<file path="src/rtl/smt_pick_pkg.sv">
package smt_pick_pkg;

   localparam int STATE_W = 3;
   localparam int POL_W   = 2;

   typedef enum logic [STATE_W-1:0] {
      ST_IDLE            = 3'd0,
      ST_RUNNING         = 3'd1,
      ST_SQUASHING       = 3'd2,
      ST_TRAP_WAIT       = 3'd3,
      ST_FETCH_TRAP_WAIT = 3'd4
   } thr_state_e;

   localparam logic [POL_W-1:0] POL_AGGRESSIVE = 2'd0;
   localparam logic [POL_W-1:0] POL_ROTATE     = 2'd1;
   localparam logic [POL_W-1:0] POL_OLDEST     = 2'd2;

   function automatic logic state_eligible(input logic [STATE_W-1:0] s);
      return (s == ST_IDLE) || (s == ST_RUNNING) || (s == ST_FETCH_TRAP_WAIT);
   endfunction

endpackage

</file>
<file path="src/rtl/smt_pick_rr_order.sv">
module smt_pick_rr_order #(
   parameter int NT    = 4,
   parameter int TID_W = 2
) (
   input  logic             clk,
   input  logic             rst_n,
   input  logic [NT-1:0]    qual,
   input  logic             advance,
   output logic             grant_valid,
   output logic [TID_W-1:0] grant_tid
);

   logic [TID_W-1:0] order_q [NT];
   logic [TID_W-1:0] order_d [NT];
   logic [TID_W-1:0] hit_pos;

   // scan the list from its front
   always_comb begin
      grant_valid = 1'b0;
      grant_tid   = '0;
      hit_pos     = '0;
      for (int p = 0; p < NT; p++) begin
         if (!grant_valid && qual[order_q[p]]) begin
            grant_valid = 1'b1;
            grant_tid   = order_q[p];
            hit_pos     = TID_W'(p);
         end
      end
   end

   // remove the winner and append it at the tail
   always_comb begin
      for (int i = 0; i < NT; i++) begin
         if (i < int'(hit_pos))
            order_d[i] = order_q[i];
         else if (i < NT-1)
            order_d[i] = order_q[(i+1) % NT];
         else
            order_d[i] = order_q[hit_pos];
      end
   end

   always_ff @(posedge clk) begin
      if (!rst_n) begin
         for (int i = 0; i < NT; i++) order_q[i] <= TID_W'(i);
      end else if (advance && grant_valid) begin
         for (int i = 0; i < NT; i++) order_q[i] <= order_d[i];
      end
   end

endmodule

</file>
<file path="src/rtl/smt_pick_oldest.sv">
module smt_pick_oldest #(
   parameter int NT    = 4,
   parameter int SEQ_W = 16,
   parameter int TID_W = 2
) (
   input  logic [NT-1:0]       qual,
   input  logic [NT*SEQ_W-1:0] seq,
   output logic                grant_valid,
   output logic [TID_W-1:0]    grant_tid
);

   logic [SEQ_W-1:0] best_seq;

   // strict compare keeps the lower index on equal numbers
   always_comb begin
      grant_valid = 1'b0;
      grant_tid   = '0;
      best_seq    = '0;
      for (int i = 0; i < NT; i++) begin
         if (qual[i] && (!grant_valid || (seq[i*SEQ_W +: SEQ_W] < best_seq))) begin
            grant_valid = 1'b1;
            grant_tid   = TID_W'(i);
            best_seq    = seq[i*SEQ_W +: SEQ_W];
         end
      end
   end

endmodule

</file>
<file path="src/rtl/smt_commit_picker.sv">
module smt_commit_picker
   import smt_pick_pkg::*;
#(
   parameter int NUM_THREADS = 4,
   parameter int SEQ_W       = 16,
   localparam int TID_W      = (NUM_THREADS > 1) ? $clog2(NUM_THREADS) : 1
) (
   input  logic                         clk,
   input  logic                         rst_n,
   input  logic [STATE_W*NUM_THREADS-1:0] thr_status,
   input  logic [NUM_THREADS-1:0]       head_ready,
   input  logic [NUM_THREADS-1:0]       rob_empty,
   input  logic [SEQ_W*NUM_THREADS-1:0] head_seq,
   input  logic [POL_W-1:0]             policy,
   input  logic                         pick_req,
   output logic                         pick_valid,
   output logic [TID_W-1:0]             pick_tid
);

   if (NUM_THREADS < 1) begin : g_bad_nt
      $error("NUM_THREADS must be at least 1");
   end
   if (SEQ_W < 1) begin : g_bad_seq
      $error("SEQ_W must be at least 1");
   end

   if (NUM_THREADS == 1) begin : g_single
      logic unused_inputs;
      assign unused_inputs = ^{clk, rst_n, head_ready, rob_empty, head_seq, policy};
      assign pick_valid = pick_req && state_eligible(thr_status[STATE_W-1:0]);
      assign pick_tid   = '0;
   end else begin : g_multi
      logic [NUM_THREADS-1:0] qual;
      logic                   rr_valid, old_valid;
      logic [TID_W-1:0]       rr_tid, old_tid;
      logic                   rr_advance;

      always_comb begin
         for (int i = 0; i < NUM_THREADS; i++) begin
            qual[i] = state_eligible(thr_status[i*STATE_W +: STATE_W])
                      && head_ready[i] && !rob_empty[i];
         end
      end

      assign rr_advance = pick_req && (policy == POL_ROTATE);

      smt_pick_rr_order #(
         .NT    (NUM_THREADS),
         .TID_W (TID_W)
      ) rr_i (
         .clk         (clk),
         .rst_n       (rst_n),
         .qual        (qual),
         .advance     (rr_advance),
         .grant_valid (rr_valid),
         .grant_tid   (rr_tid)
      );

      smt_pick_oldest #(
         .NT    (NUM_THREADS),
         .SEQ_W (SEQ_W),
         .TID_W (TID_W)
      ) old_i (
         .qual        (qual),
         .seq         (head_seq),
         .grant_valid (old_valid),
         .grant_tid   (old_tid)
      );

      always_comb begin
         pick_valid = 1'b0;
         pick_tid   = '0;
         if (pick_req) begin
            case (policy)
               POL_ROTATE: begin
                  pick_valid = rr_valid;
                  pick_tid   = rr_valid ? rr_tid : '0;
               end
               POL_AGGRESSIVE, POL_OLDEST: begin
                  pick_valid = old_valid;
                  pick_tid   = old_valid ? old_tid : '0;
               end
               default: begin
                  pick_valid = 1'b0;
                  pick_tid   = '0;
               end
            endcase
         end
      end
   end

endmodule

</file>
<file path="config.mk">
export PLATFORM = sky130hd
export DESIGN_NAME = smt_commit_picker
export DESIGN_NICKNAME = d
export VERILOG_FILES = /design/src/rtl/smt_pick_pkg.sv /design/src/rtl/smt_pick_rr_order.sv /design/src/rtl/smt_pick_oldest.sv /design/src/rtl/smt_commit_picker.sv
export SDC_FILE = /design/constraint.sdc
export NUM_CORES = 1
export LEC_CHECK = 0
export CORE_AREA = 2 2 75 77
export CTS_CLUSTER_DIAMETER = 120
export DETAILED_ROUTE_END_ITERATION = 10
export DIE_AREA = 0 0 77 79
export PLACE_DENSITY = 0.79
export SLEW_MARGIN = 10
export SYNTH_ARGS = -nofsm -noshare
export SYNTH_HDL_FRONTEND = slang
export SYNTH_SLANG_ARGS = --single-unit
</file>
<file path="constraint.sdc">
create_clock -name clk -period 20.6 [get_ports clk]
set_input_delay 6.18 -clock clk [delete_from_list [all_inputs] [get_ports clk]]
set_output_delay 6.18 -clock clk [all_outputs]
set_load 0.03 [all_outputs]
</file>
==> results of run 1 <==
-- per-stage QoR --
stage / setup slack (ns) / util (%) / power (W)
floorplan: 2.05 / - / 0.0000485
global placement: 0.807 / 60.0 / 0.0000735
detailed placement: 0.537 / 60.0 / 0.0000748
CTS: 0.525 / 60.8 / 0.0000934
global route: 0.0553 / 60.9 / 0.000101
finish: 0.622 / 60.9 / 0.0000934
-- per-layer routing --
layer	track usage (%)	part of all wire [%]
met3	3.18	6.2
met1	28.3	46
met2	37.8	48
met4	2.68	0.15
met5	0	0
-- worst paths after layout --
path                              startpoint                          to  slack (ns)  cells past startpoint
setup reg to reg  g_multi.rr_i.order_q[2][0]  g_multi.rr_i.order_q[2][1]       18.46                      6
setup / recovery               thr_status[2]                 pick_tid[0]        0.62                     30
hold reg to reg   g_multi.rr_i.order_q[3][1]  g_multi.rr_i.order_q[2][1]        0.60                      1
hold / removal    g_multi.rr_i.order_q[3][1]  g_multi.rr_i.order_q[2][1]        0.60                      1
-- cell usage after synthesis, drive strengths merged, types with 2 or more instances --
cell	n	area share, %
a2111oi	3	1.2
a211o	2	0.78
a211oi	5	1.9
a21o	21	7.1
a21oi	27	6.0
a311o	2	0.90
a31oi	2	0.84
and2	3	0.95
and3	7	2.0
and4	2	0.78
buf	7	2.0
clkbuf	2	0.34
edfxtp	8	11
ha	45	25
inv	5	0.84
mux2i	2	0.90
mux4	4	4.0
nand2	37	6.2
nand2b	2	0.56
nand3	7	1.6
nand4	9	2.5
nor2	50	8.5
nor2b	2	0.56
nor3	7	1.6
nor3b	2	1.2
o211ai	3	1.0
o21a	2	0.67
o21ai	18	4.0
o22ai	2	0.56
-- cell families (layout without fill, tap and decap cells) --
group | count (synthesis) | count (layout)
AO/OA/AOI/OAI | 95 | 95
flip-flops | 8 | 8
adder cells (fa/ha/maj) | 45 | 45
multiplexers | 7 | 7
AND/OR/NAND/NOR | 131 | 131
buffers and inverters | 14 | 101
-- power groups by stage --
stage | clock (W) | sequential (W) | combinational (W)
final | 0.0000182 | 0.0000191 | 0.0000561
after global routing | 0.0000197 | 0.0000191 | 0.0000621
after CTS | 0.0000185 | 0.0000191 | 0.0000559
after detailed placement | 0 | 0.0000193 | 0.0000555
after global placement | 0 | 0.0000193 | 0.0000542
after floorplan | 0 | 0.0000191 | 0.0000294
-- repair_timing --
action                     in CTS  in global routing
setup endpoints to repair       0                  2
hold endpoints to repair        0                  0
hold buffers                    0                  0
resized for setup               0                  1
-- area by class of cell --
type	count	share of cell area (%)
Sequential cell	8	7.38
Timing Repair Buffer	93	28.5
Tap cell	72	2.77
Inverter	5	0.577
Multi-Input combinational cell	278	59.5
Clock buffer	3	1.27
==> impl_metrics.tcl, run 1 <==
set metrics [dict create \
    outcome "complete, no violations" \
    worst_slew_pin_slew_ns 1.06 \
    dp_hpwl_mm 5.81 \
    synth_edf_count 8 \
    synth-seq-cells 8 \
    diodes 0 \
    vias_per_cell 5.55 \
    io_pins 92 \
    synth.cell_area_sq_um 2240 \
    root_buffer "clkbuf_8" \
    route.detailed.drc 0 \
    synth_compound_area_share_pct 28.1 \
    clk_pin_slew_ns 0.04 \
    final_area_sq_um 3250 \
    ys_warn_count 0 \
    worst_hold_slack_ns 0.598 \
    clkLatencyLatePin_ns 0.23 \
    critPathSlowestCell "clkdlybuf4s50_1" \
    synth_area_per_cell_sq_um 7.45 \
    htreeDepth 1 \
    reg_top3 "g_multi.rr_i.order_q: 8 flops" \
    synth-seq-area-share_pct 10.7 \
    final.setup.tns_ns 0 \
    synth_fa_ha_area_share_pct 25.2 \
    drt_iter0_drc 199 \
    critical_path_buf_inv_count 3 \
    post_cts_buffers 0 \
    die-area_sq_um 6080 \
    yosys.area_share.simple_pct 27.4 \
    n_fill_cell 500 \
    p_leak_nw 1.30 \
    synthArstFlopShare_pct 0 \
    multiInputGateArea_sq_um 1940 \
    power.share.clock_pct 19.5 \
    crit_family "compound AO/OA/AOI/OAI gates" \
    fin_crit_ns 19.98 \
    wl_mm 6.69 \
    drv_cap 0 \
    fin_skew_ns 0.00100 \
    finalCritPeriodShare_pct 97.0 \
    antenna_found_initial 0 \
    coreArea_sq_um 5340 \
    syn2layout_area_growth_pct 45.5 \
    p_int_w 0.0000623 \
    cts_max_path_buffers 2 \
    die_y_microns 79 \
    fmax_mhz 50.1 \
    pwr-share-comb_pct 60.0 \
    hp-class "register to register" \
    start_util_pct 41.9 \
    stdcell_count 459 \
    slew_headroom_pct 29.5 \
    path_max_fanout 31 \
    seqCellArea_sq_um 240 \
    place_area_sq_um 3200 \
    synthFlopType "edfxtp_1" \
    nets 523 \
    largest_reg_flops 8 \
    synth_nets 434 \
    grt_pass1_wl_mm 10.7 \
    ant_nets 0 \
    swShare_pct 33.3 \
    rsz0062_at_grt "no" \
    synth.distinct_cells 49 \
    rows 27 \
    layout_commonest_cell "clkdlybuf4s50_1" \
    gp_congestion 0.919 \
    synth_top_family_by_area "compound AO/OA/AOI/OAI gates" \
    grt_max_degree 32 \
    cp_common_cell "a21oi_1" \
    powerDensity_nw_per_um2 28.7 \
    grt_pass1_vias 2435 \
    final_cell_mix "91 x clkdlybuf4s50_1, 49 x nor2_1, 45 x ha_1" \
    top_register "g_multi.rr_i.order_q" \
    overflow 0 \
    clock_sinks 8 \
    end_kind "output pin" \
    numPortBuffers 91 \
    worst_path_largest_cell_delay_ns 0.69 \
    worst_setup_path_start_kind "primary input" \
    synth.mux.area_fraction_pct 5.43 \
    die_w_microns 77 \
    critical_path_class "primary input to output pin" \
    placed_cells 456 \
    grtUsageTotal_pct 21.3 \
    slew_violations 0 \
    routedWlPerCell_microns 14.6 \
    critical_path_required_ns 14.42 \
    cts_tree "built" \
    synthXorXnorAreaFrac_pct 0 \
    ir_drop_v 0.0000217 \
    setup_violations 0 \
    cts_buffers 3 \
    dr.pass1.iters 4 \
    synthCells 300 \
    critPathArrivalTime_ns 13.80 \
    num_vias 2547 \
    seqPwrFrac_pct 20.4 \
    hold_viol 0 \
    p_switching_w 0.0000311 \
    layout-drive-gt1-share_pct 4.39 \
]
Note: power is estimated with default switching activity, not from simulation.
==> run 2: changes to the inputs <==
Clock period 20.6 ns to 20 ns, I/O delays scaled along.
==> impl_metrics.tcl, run 2 (synthesized netlist as in run 1, its figures left out) <==
set metrics [dict create \
    outcome "complete, no violations" \
    swShare_pct 33.0 \
    clk_pin_slew_ns 0.04 \
    fin_crit_ns 19.26 \
    fin_skew_ns 0.00317 \
    p_leak_nw 1.30 \
    ir_drop_v 0.0000162 \
    hp-class "register to register" \
    setup_violations 0 \
    r2r_cells 6 \
    fmax_mhz 51.9 \
    n_fill_cell 501 \
    whs_path_depth 1 \
    coreArea_sq_um 5340 \
    dp_hpwl_mm 5.75 \
    cts_max_path_buffers 2 \
    drv_cap 0 \
    htreeDepth 1 \
    cts_tree "built" \
    critPathSlowestCell "a31oi_2" \
    grt_max_degree 32 \
    worst_hold_slack_ns 0.605 \
    worst_path_largest_cell_delay_ns 0.64 \
    start_util_pct 41.9 \
    num_vias 2593 \
    drt_iter0_drc 163 \
    die_w_microns 77 \
    multiInputGateArea_sq_um 1930 \
    syn2layout_area_growth_pct 44.6 \
    vias_per_cell 5.66 \
    root_buffer "clkbuf_8" \
    p_switching_w 0.0000315 \
    gp_congestion 0.873 \
    pwr-share-comb_pct 60.0 \
    final.setup.tns_ns 0 \
    clkLatencyLatePin_ns 0.22 \
    slew_headroom_pct 25.4 \
    critical_path_class "primary input to output pin" \
    end_kind "output pin" \
    final_area_sq_um 3230 \
    slew_violations 0 \
    seqCellArea_sq_um 240 \
    place_area_sq_um 3190 \
    layout-drive-gt1-share_pct 4.92 \
    rsz0062_at_grt "no" \
    ant_nets 0 \
    seqPwrFrac_pct 20.6 \
    die-area_sq_um 6080 \
    postCtsHoldBufs 0 \
    numPortBuffers 91 \
    utilization_pct 60.6 \
    routedWlPerCell_microns 14.5 \
    route.detailed.drc 0 \
    die_y_microns 79 \
    grt_pass1_wl_mm 10.6 \
    p_int_w 0.0000639 \
    clock_sinks 8 \
    grt_pass1_vias 2401 \
    nets 522 \
    dr.pass1.iters 4 \
    worst_setup_path_start_kind "primary input" \
    stdcell_count 458 \
    antenna_found_initial 0 \
    hold_viol 0 \
    io_pins 92 \
    layout_commonest_cell "clkdlybuf4s50_1" \
    power.share.clock_pct 19.4 \
    path_max_fanout 31 \
    finalCritPeriodShare_pct 96.3 \
    cts_buffers 3 \
    wl_mm 6.62 \
    overflow 0 \
    diodes 0 \
    largest_reg_flops 8 \
    reg_top3 "g_multi.rr_i.order_q: 8 flops" \
    grtUsageTotal_pct 21.0 \
    critPathArrivalTime_ns 13.26 \
    powerDensity_nw_per_um2 29.5 \
    worst_slew_pin_slew_ns 1.12 \
    top_register "g_multi.rr_i.order_q" \
    final_cell_mix "89 x clkdlybuf4s50_1, 49 x nor2_1, 45 x ha_1" \
    post_cts_buffers 0 \
    rows 27 \
    cp_common_cell "a21o_1" \
    critical_path_required_ns 14.00 \
    placed_cells 455 \
]
[run 2: changes by cell type in the layout (fill, tap and decap cells not counted)]
cell             before  now
a31oi_4               1    0
and2_2                0    1
buf_4                 2    3
clkdlybuf4s50_1      91   89
and2_1                2    1
a31oi_2               0    1
[run 2: through the flow]
stage / power (W) / setup WS [ns]
floorplan: 0.0000500 / 1.81
detailed placement: 0.0000767 / 0.512
global placement: 0.0000752 / 0.767
CTS: 0.0000957 / 0.470
global route: 0.000103 / 0.0661
finish: 0.0000955 / 0.742
[run 2: final cells by class]
class | instances | share of cell area [%]
timing repair buffer | 92 | 28.3
tap | 72 | 2.79
clock buffer | 3 | 1.28
multi-input combinational | 278 | 59.7
sequential | 8 | 7.43
inverter | 5 | 0.580
[run 2: critical path: cells and delay by family]
| kind | cells | cell delay [ns] |
|---|---|---|
| buf+inv | 2 | 0.58 |
| simple gates | 6 | 1.08 |
| fa+ha+maj | 3 | 0.96 |
| compound gates | 19 | 4.61 |
[run 2: power groups by stage]
| stage | clock, W | combinational, W | sequential (W) |
|---|---|---|---|
| 6_report | 0.0000185 | 0.0000572 | 0.0000197 |
| 5_1_grt | 0.0000196 | 0.0000638 | 0.0000198 |
| 4_1_cts | 0.0000189 | 0.0000571 | 0.0000197 |
| 3_5_place_dp | 0 | 0.0000567 | 0.0000199 |
| 3_3_place_gp | 0 | 0.0000553 | 0.0000199 |
| 2_1_floorplan | 0 | 0.0000303 | 0.0000197 |
[run 2: timing repair]
action / in CTS / in global routing
resized for setup: 0 / 1
endpoints found under the setup margin: 0 / 2
endpoints found under the hold margin: 0 / 0
[run 2: path summary, 6_finish.rpt]
path                              startpoint                    endpoint  slack [ns]
setup / recovery               thr_status[2]                 pick_tid[0]        0.74
hold / removal    g_multi.rr_i.order_q[3][1]  g_multi.rr_i.order_q[2][1]        0.60
setup reg to reg  g_multi.rr_i.order_q[2][0]  g_multi.rr_i.order_q[1][0]       17.87
hold reg to reg   g_multi.rr_i.order_q[3][1]  g_multi.rr_i.order_q[2][1]        0.60
[run 2: per-layer routing]
metal / share of wire [%] / up-vias / GRT usage, %
li1: - / 1318 / -
met1: 45 / 1177 / 27.9
met2: 48 / 92 / 38.2
met3: 6.4 / 6 / 1.59
met4: 0.66 / 0 / 3.57
met5: 0 / - / 0
